File: src/rtl/twm_pkg.sv
package twm_pkg;

    localparam int BYTE_W = 8;

    typedef enum logic [2:0] {
        ST_IDLE,
        ST_DEVADDR,
        ST_WORDADDR,
        ST_WRDATA,
        ST_RDDATA
    } twm_state_e;

endpackage

File: src/rtl/twm_line_sync.sv
module twm_line_sync #(
    parameter int STAGES = 2
) (
    input  logic clk,
    input  logic rst_n,
    input  logic scl_i,
    input  logic sda_i,
    output logic scl_lvl,
    output logic sda_lvl,
    output logic scl_rise,
    output logic scl_fall,
    output logic start_evt,
    output logic stop_evt
);

    logic [STAGES-1:0] scl_sh_d, scl_sh_q;
    logic [STAGES-1:0] sda_sh_d, sda_sh_q;
    logic              scl_prev_d, scl_prev_q;
    logic              sda_prev_d, sda_prev_q;

    always_comb begin
        scl_sh_d   = {scl_sh_q[STAGES-2:0], scl_i};
        sda_sh_d   = {sda_sh_q[STAGES-2:0], sda_i};
        scl_prev_d = scl_sh_q[STAGES-1];
        sda_prev_d = sda_sh_q[STAGES-1];
    end

    always_ff @(posedge clk or negedge rst_n) begin
        if (!rst_n) begin
            scl_sh_q   <= '1;
            sda_sh_q   <= '1;
            scl_prev_q <= 1'b1;
            sda_prev_q <= 1'b1;
        end else begin
            scl_sh_q   <= scl_sh_d;
            sda_sh_q   <= sda_sh_d;
            scl_prev_q <= scl_prev_d;
            sda_prev_q <= sda_prev_d;
        end
    end

    assign scl_lvl   = scl_sh_q[STAGES-1];
    assign sda_lvl   = sda_sh_q[STAGES-1];
    assign scl_rise  = scl_lvl & ~scl_prev_q;
    assign scl_fall  = ~scl_lvl & scl_prev_q;
    assign start_evt = scl_lvl & scl_prev_q & sda_prev_q & ~sda_lvl;
    assign stop_evt  = scl_lvl & scl_prev_q & ~sda_prev_q & sda_lvl;

endmodule

File: src/rtl/twm_busy_timer.sv
module twm_busy_timer #(
    parameter int CYCLES = 2000
) (
    input  logic clk,
    input  logic rst_n,
    input  logic load_i,
    output logic busy_o
);

    localparam int CNT_W = $clog2(CYCLES + 1);

    logic [CNT_W-1:0] cnt_d, cnt_q;

    always_comb begin
        if (load_i) begin
            cnt_d = CNT_W'(CYCLES);
        end else if (cnt_q != '0) begin
            cnt_d = cnt_q - CNT_W'(1);
        end else begin
            cnt_d = cnt_q;
        end
    end

    always_ff @(posedge clk or negedge rst_n) begin
        if (!rst_n) begin
            cnt_q <= '0;
        end else begin
            cnt_q <= cnt_d;
        end
    end

    assign busy_o = (cnt_q != '0);

endmodule

File: src/rtl/twm_mem_array.sv
module twm_mem_array #(
    parameter int ADDR_W = 8,
    parameter int DATA_W = 8
) (
    input  logic              clk,
    input  logic              we_i,
    input  logic [ADDR_W-1:0] waddr_i,
    input  logic [DATA_W-1:0] wdata_i,
    input  logic [ADDR_W-1:0] raddr_i,
    output logic [DATA_W-1:0] rdata_o
);

    localparam int DEPTH = 1 << ADDR_W;

    logic [DATA_W-1:0] cells_q [DEPTH];

    always_ff @(posedge clk) begin
        if (we_i) begin
            cells_q[waddr_i] <= wdata_i;
        end
    end

    assign rdata_o = cells_q[raddr_i];

endmodule

File: src/rtl/twowire_nvm_slave.sv
module twowire_nvm_slave #(
    parameter int         ADDR_W      = 8,
    parameter int         SEL_W       = 3,
    parameter logic [7:0] DEV_ID      = 8'h0A,
    parameter int         PROT_LO     = 'hC0,
    parameter int         PROT_HI     = 'hDF,
    parameter int         BUSY_CYCLES = 2000,
    parameter int         SYNC_STAGES = 2
) (
    input  logic             clk,
    input  logic             rst_n,
    input  logic             scl_i,
    input  logic             sda_i,
    input  logic [SEL_W-1:0] sel_i,
    output logic             sda_pull_o
);

    import twm_pkg::*;

    localparam int              ID_W = BYTE_W - 1 - SEL_W;
    localparam logic [ADDR_W-1:0] LO_A = ADDR_W'(PROT_LO);
    localparam logic [ADDR_W-1:0] HI_A = ADDR_W'(PROT_HI);

    typedef struct packed {
        twm_state_e        st;
        twm_state_e        nxt;
        logic [3:0]        cnt;
        logic [BYTE_W-1:0] sh;
        logic [ADDR_W-1:0] ptr;
        logic              pull;
        logic              mack;
        logic              pend;
        logic [ADDR_W-1:0] wa;
        logic [BYTE_W-1:0] wd;
    } ctl_t;

    ctl_t ctl_d, ctl_q;

    logic              scl_lvl, sda_lvl, scl_rise, scl_fall;
    logic              start_evt, stop_evt;
    logic              busy, busy_load, mem_we;
    logic [ADDR_W-1:0] mem_waddr;
    logic [BYTE_W-1:0] mem_rdata;
    logic              id_match;
    logic              addr_prot;

    twm_line_sync #(.STAGES(SYNC_STAGES)) u_sync (
        .clk       (clk),
        .rst_n     (rst_n),
        .scl_i     (scl_i),
        .sda_i     (sda_i),
        .scl_lvl   (scl_lvl),
        .sda_lvl   (sda_lvl),
        .scl_rise  (scl_rise),
        .scl_fall  (scl_fall),
        .start_evt (start_evt),
        .stop_evt  (stop_evt)
    );

    twm_busy_timer #(.CYCLES(BUSY_CYCLES)) u_busy (
        .clk    (clk),
        .rst_n  (rst_n),
        .load_i (busy_load),
        .busy_o (busy)
    );

    twm_mem_array #(.ADDR_W(ADDR_W), .DATA_W(BYTE_W)) u_mem (
        .clk     (clk),
        .we_i    (mem_we),
        .waddr_i (mem_waddr),
        .wdata_i (ctl_q.wd),
        .raddr_i (ctl_q.ptr),
        .rdata_o (mem_rdata)
    );

    assign mem_waddr = ctl_q.wa;
    assign id_match  = (ctl_q.sh[BYTE_W-1 -: ID_W] == DEV_ID[ID_W-1:0])
                     && (ctl_q.sh[SEL_W:1] == sel_i);
    assign addr_prot = (ctl_q.sh[ADDR_W-1:0] >= LO_A) && (ctl_q.sh[ADDR_W-1:0] <= HI_A);

    always_comb begin
        ctl_d     = ctl_q;
        mem_we    = 1'b0;
        busy_load = 1'b0;
        if (busy) begin
            // internal write running: bus is not observed at all
            ctl_d.st   = ST_IDLE;
            ctl_d.cnt  = '0;
            ctl_d.pull = 1'b0;
        end else if (stop_evt) begin
            ctl_d.st   = ST_IDLE;
            ctl_d.cnt  = '0;
            ctl_d.pull = 1'b0;
            if (ctl_q.pend) begin
                mem_we     = 1'b1;
                busy_load  = 1'b1;
                ctl_d.pend = 1'b0;
            end
        end else if (start_evt) begin
            ctl_d.st   = ST_DEVADDR;
            ctl_d.cnt  = '0;
            ctl_d.pull = 1'b0;
            ctl_d.pend = 1'b0;
        end else if (ctl_q.st != ST_IDLE) begin
            if (scl_rise) begin
                if (ctl_q.cnt < 4'd8) begin
                    ctl_d.cnt = ctl_q.cnt + 4'd1;
                    if (ctl_q.st != ST_RDDATA) begin
                        ctl_d.sh = {ctl_q.sh[BYTE_W-2:0], sda_lvl};
                    end
                end else if (ctl_q.cnt == 4'd9) begin
                    ctl_d.cnt  = 4'd10;
                    ctl_d.mack = ~sda_lvl;
                end
            end else if (scl_fall) begin
                if (ctl_q.st == ST_RDDATA && ctl_q.cnt >= 4'd1 && ctl_q.cnt <= 4'd7) begin
                    ctl_d.sh   = {ctl_q.sh[BYTE_W-2:0], 1'b0};
                    ctl_d.pull = ~ctl_q.sh[BYTE_W-2];
                end else if (ctl_q.cnt == 4'd8) begin
                    ctl_d.cnt  = 4'd9;
                    ctl_d.pull = 1'b0;
                    ctl_d.nxt  = ST_IDLE;
                    unique case (ctl_q.st)
                        ST_DEVADDR: begin
                            if (id_match) begin
                                ctl_d.pull = 1'b1;
                                ctl_d.nxt  = ctl_q.sh[0] ? ST_RDDATA : ST_WORDADDR;
                            end
                        end
                        ST_WORDADDR: begin
                            if (!addr_prot) begin
                                ctl_d.pull = 1'b1;
                                ctl_d.ptr  = ctl_q.sh[ADDR_W-1:0];
                                ctl_d.nxt  = ST_WRDATA;
                            end
                        end
                        ST_WRDATA: begin
                            ctl_d.pull = 1'b1;
                            ctl_d.pend = 1'b1;
                            ctl_d.wa   = ctl_q.ptr;
                            ctl_d.wd   = ctl_q.sh;
                            ctl_d.ptr  = ctl_q.ptr + ADDR_W'(1);
                        end
                        default: ctl_d.pull = 1'b0;
                    endcase
                end else if (ctl_q.cnt == 4'd10) begin
                    ctl_d.cnt  = '0;
                    ctl_d.pull = 1'b0;
                    if (ctl_q.st == ST_RDDATA) begin
                        if (ctl_q.mack) begin
                            ctl_d.sh   = mem_rdata;
                            ctl_d.pull = ~mem_rdata[BYTE_W-1];
                            ctl_d.ptr  = ctl_q.ptr + ADDR_W'(1);
                        end else begin
                            ctl_d.st = ST_IDLE;
                        end
                    end else begin
                        ctl_d.st = ctl_q.nxt;
                        if (ctl_q.nxt == ST_RDDATA) begin
                            ctl_d.sh   = mem_rdata;
                            ctl_d.pull = ~mem_rdata[BYTE_W-1];
                            ctl_d.ptr  = ctl_q.ptr + ADDR_W'(1);
                        end
                    end
                end
            end
        end
    end

    always_ff @(posedge clk or negedge rst_n) begin
        if (!rst_n) begin
            ctl_q      <= '0;
            ctl_q.st   <= ST_IDLE;
            ctl_q.nxt  <= ST_IDLE;
        end else begin
            ctl_q <= ctl_d;
        end
    end

    assign sda_pull_o = ctl_q.pull;

endmodule

File: config.mk
export PLATFORM = sky130hd
export DESIGN_NAME = twowire_nvm_slave
export DESIGN_NICKNAME = d
export VERILOG_FILES = /design/src/rtl/twm_pkg.sv /design/src/rtl/twm_line_sync.sv /design/src/rtl/twm_busy_timer.sv /design/src/rtl/twm_mem_array.sv /design/src/rtl/twowire_nvm_slave.sv
export SDC_FILE = /design/constraint.sdc
export NUM_CORES = 2
export LEC_CHECK = 0
export BUFFER_PORTS_ARGS = -buffer_cell sky130_fd_sc_hd__clkbuf_2
export CAP_MARGIN = 20
export CORE_ASPECT_RATIO = 2
export CORE_MARGIN = 8
export CORE_UTILIZATION = 45
export CTS_CLUSTER_DIAMETER = 200
export DETAILED_ROUTE_END_ITERATION = 7
export GPL_TIMING_DRIVEN = 0
export PLACE_DENSITY_LB_ADDON = 0.05
export SLEW_MARGIN = 20
export SYNTH_ARGS = -nofsm -noshare
export SYNTH_HDL_FRONTEND = slang
export SYNTH_SLANG_ARGS = --single-unit
File: constraint.sdc
create_clock -name clk -period 4.81 [get_ports clk]
set_input_delay 0.2405 -clock clk [delete_from_list [all_inputs] [get_ports clk]]
set_output_delay 0.2405 -clock clk [all_outputs]
set_load 0.02 [all_outputs]
==> metrics.csv <==
metric;value;unit
status;finished with violations;
violations;negative setup slack;
synth_flop_cell;edfxtp_1;
ys_seq_elements;2110;
clk_pin_slew;70;ps
timing.max_cap.violations;0;
layout_common_cells;2,048 x edfxtp_1, 503 x mux4_2, 208 x nor2_1;
hold_class;in -> reg;
powerDensity;507;nW/um^2
routed_wl;362;mm
stdcell_count;6808;
io_pins;8;
cts_setup_buffers;0;
cp-end-kind;flip-flop;
min_to;u_sync.sda_sh_q[0]$_DFF_PN1_;
min_period_over_period;104;%
hold_viol;0;
worstHoldPathCells;2;
worstPathArrival;5740;ps
vias_per_cell;6.85;
slew_headroom;12.5;%
grt_pass1_wl;463;mm
grt_max_degree;81;
grt_overflow_total;0;
grt_usage;36.0;%
syn_to_final_growth;14.7;%
async_flop_share;2.94;%
synth.area.top_cells;edfxtp_1 74%, mux4_2 14%, mux2i_1 1.8%;
syn-num-nets;4025;
cts_buffer_depth;4;
yosysWarnings;0;
die_w;319;microns
synth_area_per_cell;20.6;sq um
grt_pass1_vias;45500;
critPathRequiredTime;5530;ps
synth_edf_count;2048;
die_h;622;microns
worst_pin_slew;1310;ps
min_from;sda_i;
dp_hpwl;250;mm
dr.first_iter.drc_count;6739;
yosysUniqueCellTypes;76;
critPathLaunch;ctl_q[21]$_DFFE_PN0P_;
fillerInstances;14500;
finalSetupViolations;76;
insertion_delay;870;ps
initial_core_util;45.2;%
drtAntennaViolNets;0;
timing.reg2reg.setup_slack;-210;ps
ys_seq_area_share;76.3;%
fmax;0.199;GHz
drc_errors;0;
clock_skew;42.9;ps
place_congestion;1.01;
avgRoutedWirePerCell;53.1;microns
antenna_found_initial;12;
r2r-start;ctl_q[21]$_DFFE_PN0P_;
dp_cells;6453;
layout_commonest_cell;edfxtp_1;
num_vias;46600;
cts.sinks;2110;
final_layout_size_suffix_gt1_share;28.1;%
peakVddDrop;0.346;mV
start_kind;flip-flop;
nets;4318;
netlist_area;82700;sq um
drv_slew;0;
reg2reg_to;ctl_q[34]$_DFFE_PN0P_;
worstRegToRegCells;12;
worst-setup-path-type;reg -> reg;
floorplan.die_area;199000;sq um
core;183000;sq um
rsz0062_at_grt;yes;
detail_route.first_pass.iterations;8;
cts_tree;built;
num_rows;222;
synth_top_area_share;74.4;%
syn_inst;4008;
fin_ws;-210;ps
synth_top_cell_by_area;edfxtp_1;
cts_buffers;193;
fin_crit;5020;ps
numPortBuffers;7;
leakagePower;0.0255;uW
postLayoutCoreUtil;51.9;%
h-tree-depth;4;
cts_root_buffer;clkbuf_16;
crit_path_max_fanout;10;
power by group:
group	internal [uW]	switching, uW
registers	19900	140
logic	3550	9370
clock network	8160	6950
total	31600	16500
synth_stat cells, types with 13 or more instances:
master    instances
a21oi_1          71
a221oi_1         26
a22o_1           29
a22oi_1          69
a31oi_1          16
buf_1            30
buf_2            77
buf_4            34
clkbuf_1         87
dfrtp_1          56
edfxtp_1       2048
inv_1            13
mux2_2           15
mux2i_1         147
mux4_2          503
nand2_1         100
nand3_1          39
nor2_1          323
nor2b_1          27
nor3_1           22
o21ai_0          43
o22ai_1          25
sequential cells by signal, summed over array words and instances, names as in the netlist, 2 cells and up:
signal           cells
u_busy.cnt_q        11
ctl_q               36
mem_waddr            8
u_sync.scl_sh_q      2
u_mem.cells_q     2048
u_sync.sda_sh_q      2
routing by layer:
layer / global-route usage, % / wire [microns] / vias up
li1: - / - / 17200
met1: 39.9 / 116000 / 25200
met2: 58.7 / 172000 / 3150
met3: 7.98 / 31600 / 1072
met4: 30.8 / 42400 / 6
met5: 0 / 42 / -
area by class of cell:
cell class	count	area, sq um	area share [%]
well taps	2352	2940	3.10
repair buffers	100	2070	2.18
clock inverters	93	732	0.772
clock buffers	245	5130	5.41
flip-flops and latches	2110	63100	66.5
multi-input cells	1654	19200	20.2
diodes	12	30.0	0.0317
inverters	14	55.1	0.0580
plain buffers	228	1610	1.70
kinds of logic (layout without fill, tap and decap cells):
logic type | count (synthesis) | count (layout) | share of synthesized area (%)
adders and majority gates | 10 | 10 | 0.151
AOI/OAI and AO/OA | 355 | 355 | 2.98
and+or+nand+nor | 613 | 613 | 3.42
DFF | 2110 | 2110 | 76.3
buffers and inverters | 244 | 680 | 1.40
other | 0 | 12 | 0
xor gates and xnor gates | 11 | 11 | 0.117
muxes | 665 | 665 | 15.7
per-stage QoR:
step           area (sq um)  total power, uW  hold WS, ps  TNS [ps]  setup WS, ps
3_3_place_gp          85700            32300          333  -7116450         -3980
2_1_floorplan         82700            25200        -55.1         0           828
3_5_place_dp          87800            32700          326   -201310         -2320
5_1_grt               94800            48300         66.3     -6090          -136
6_report              94900            48100         40.2     -4070          -210
4_1_cts               94500            47800         27.8      -942          -153
worst max path at each step:
stage	to	slack [ps]	cells after the start
3_3_place_gp	ctl_q[33]$_DFFE_PN0P_	-3980	11
2_1_floorplan	u_mem.cells_q[0][0]$_DFFE_PP_	830	0
5_1_grt	u_mem.cells_q[184][6]$_DFFE_PP_	-140	11
3_5_place_dp	ctl_q[32]$_DFFE_PN0P_	-2320	11
6_report	ctl_q[34]$_DFFE_PN0P_	-210	12
4_1_cts	ctl_q[27]$_DFFE_PN0P_	-150	11
worst max-delay path, cell delays in order (launching register included):
cell      delay (ps)
dfrtp_1          330
buf_2            500
buf_2            400
buf_4            520
buf_4            420
buf_12           240
buf_4            560
mux2i_4          540
nor2_1           100
nor4_1           540
a32oi_2          250
o221ai_4         230
o22ai_1          160
repair_timing:
item / 4_1_cts / 5_1_grt
cloned: 0 / 0
hold buffers: 7 / 0
endpoints found under the setup margin: 820 / 543
hold endpoints to repair: 66 / 0
gates resized for setup: 230 / 92
(Power assumes the default switching activity.)
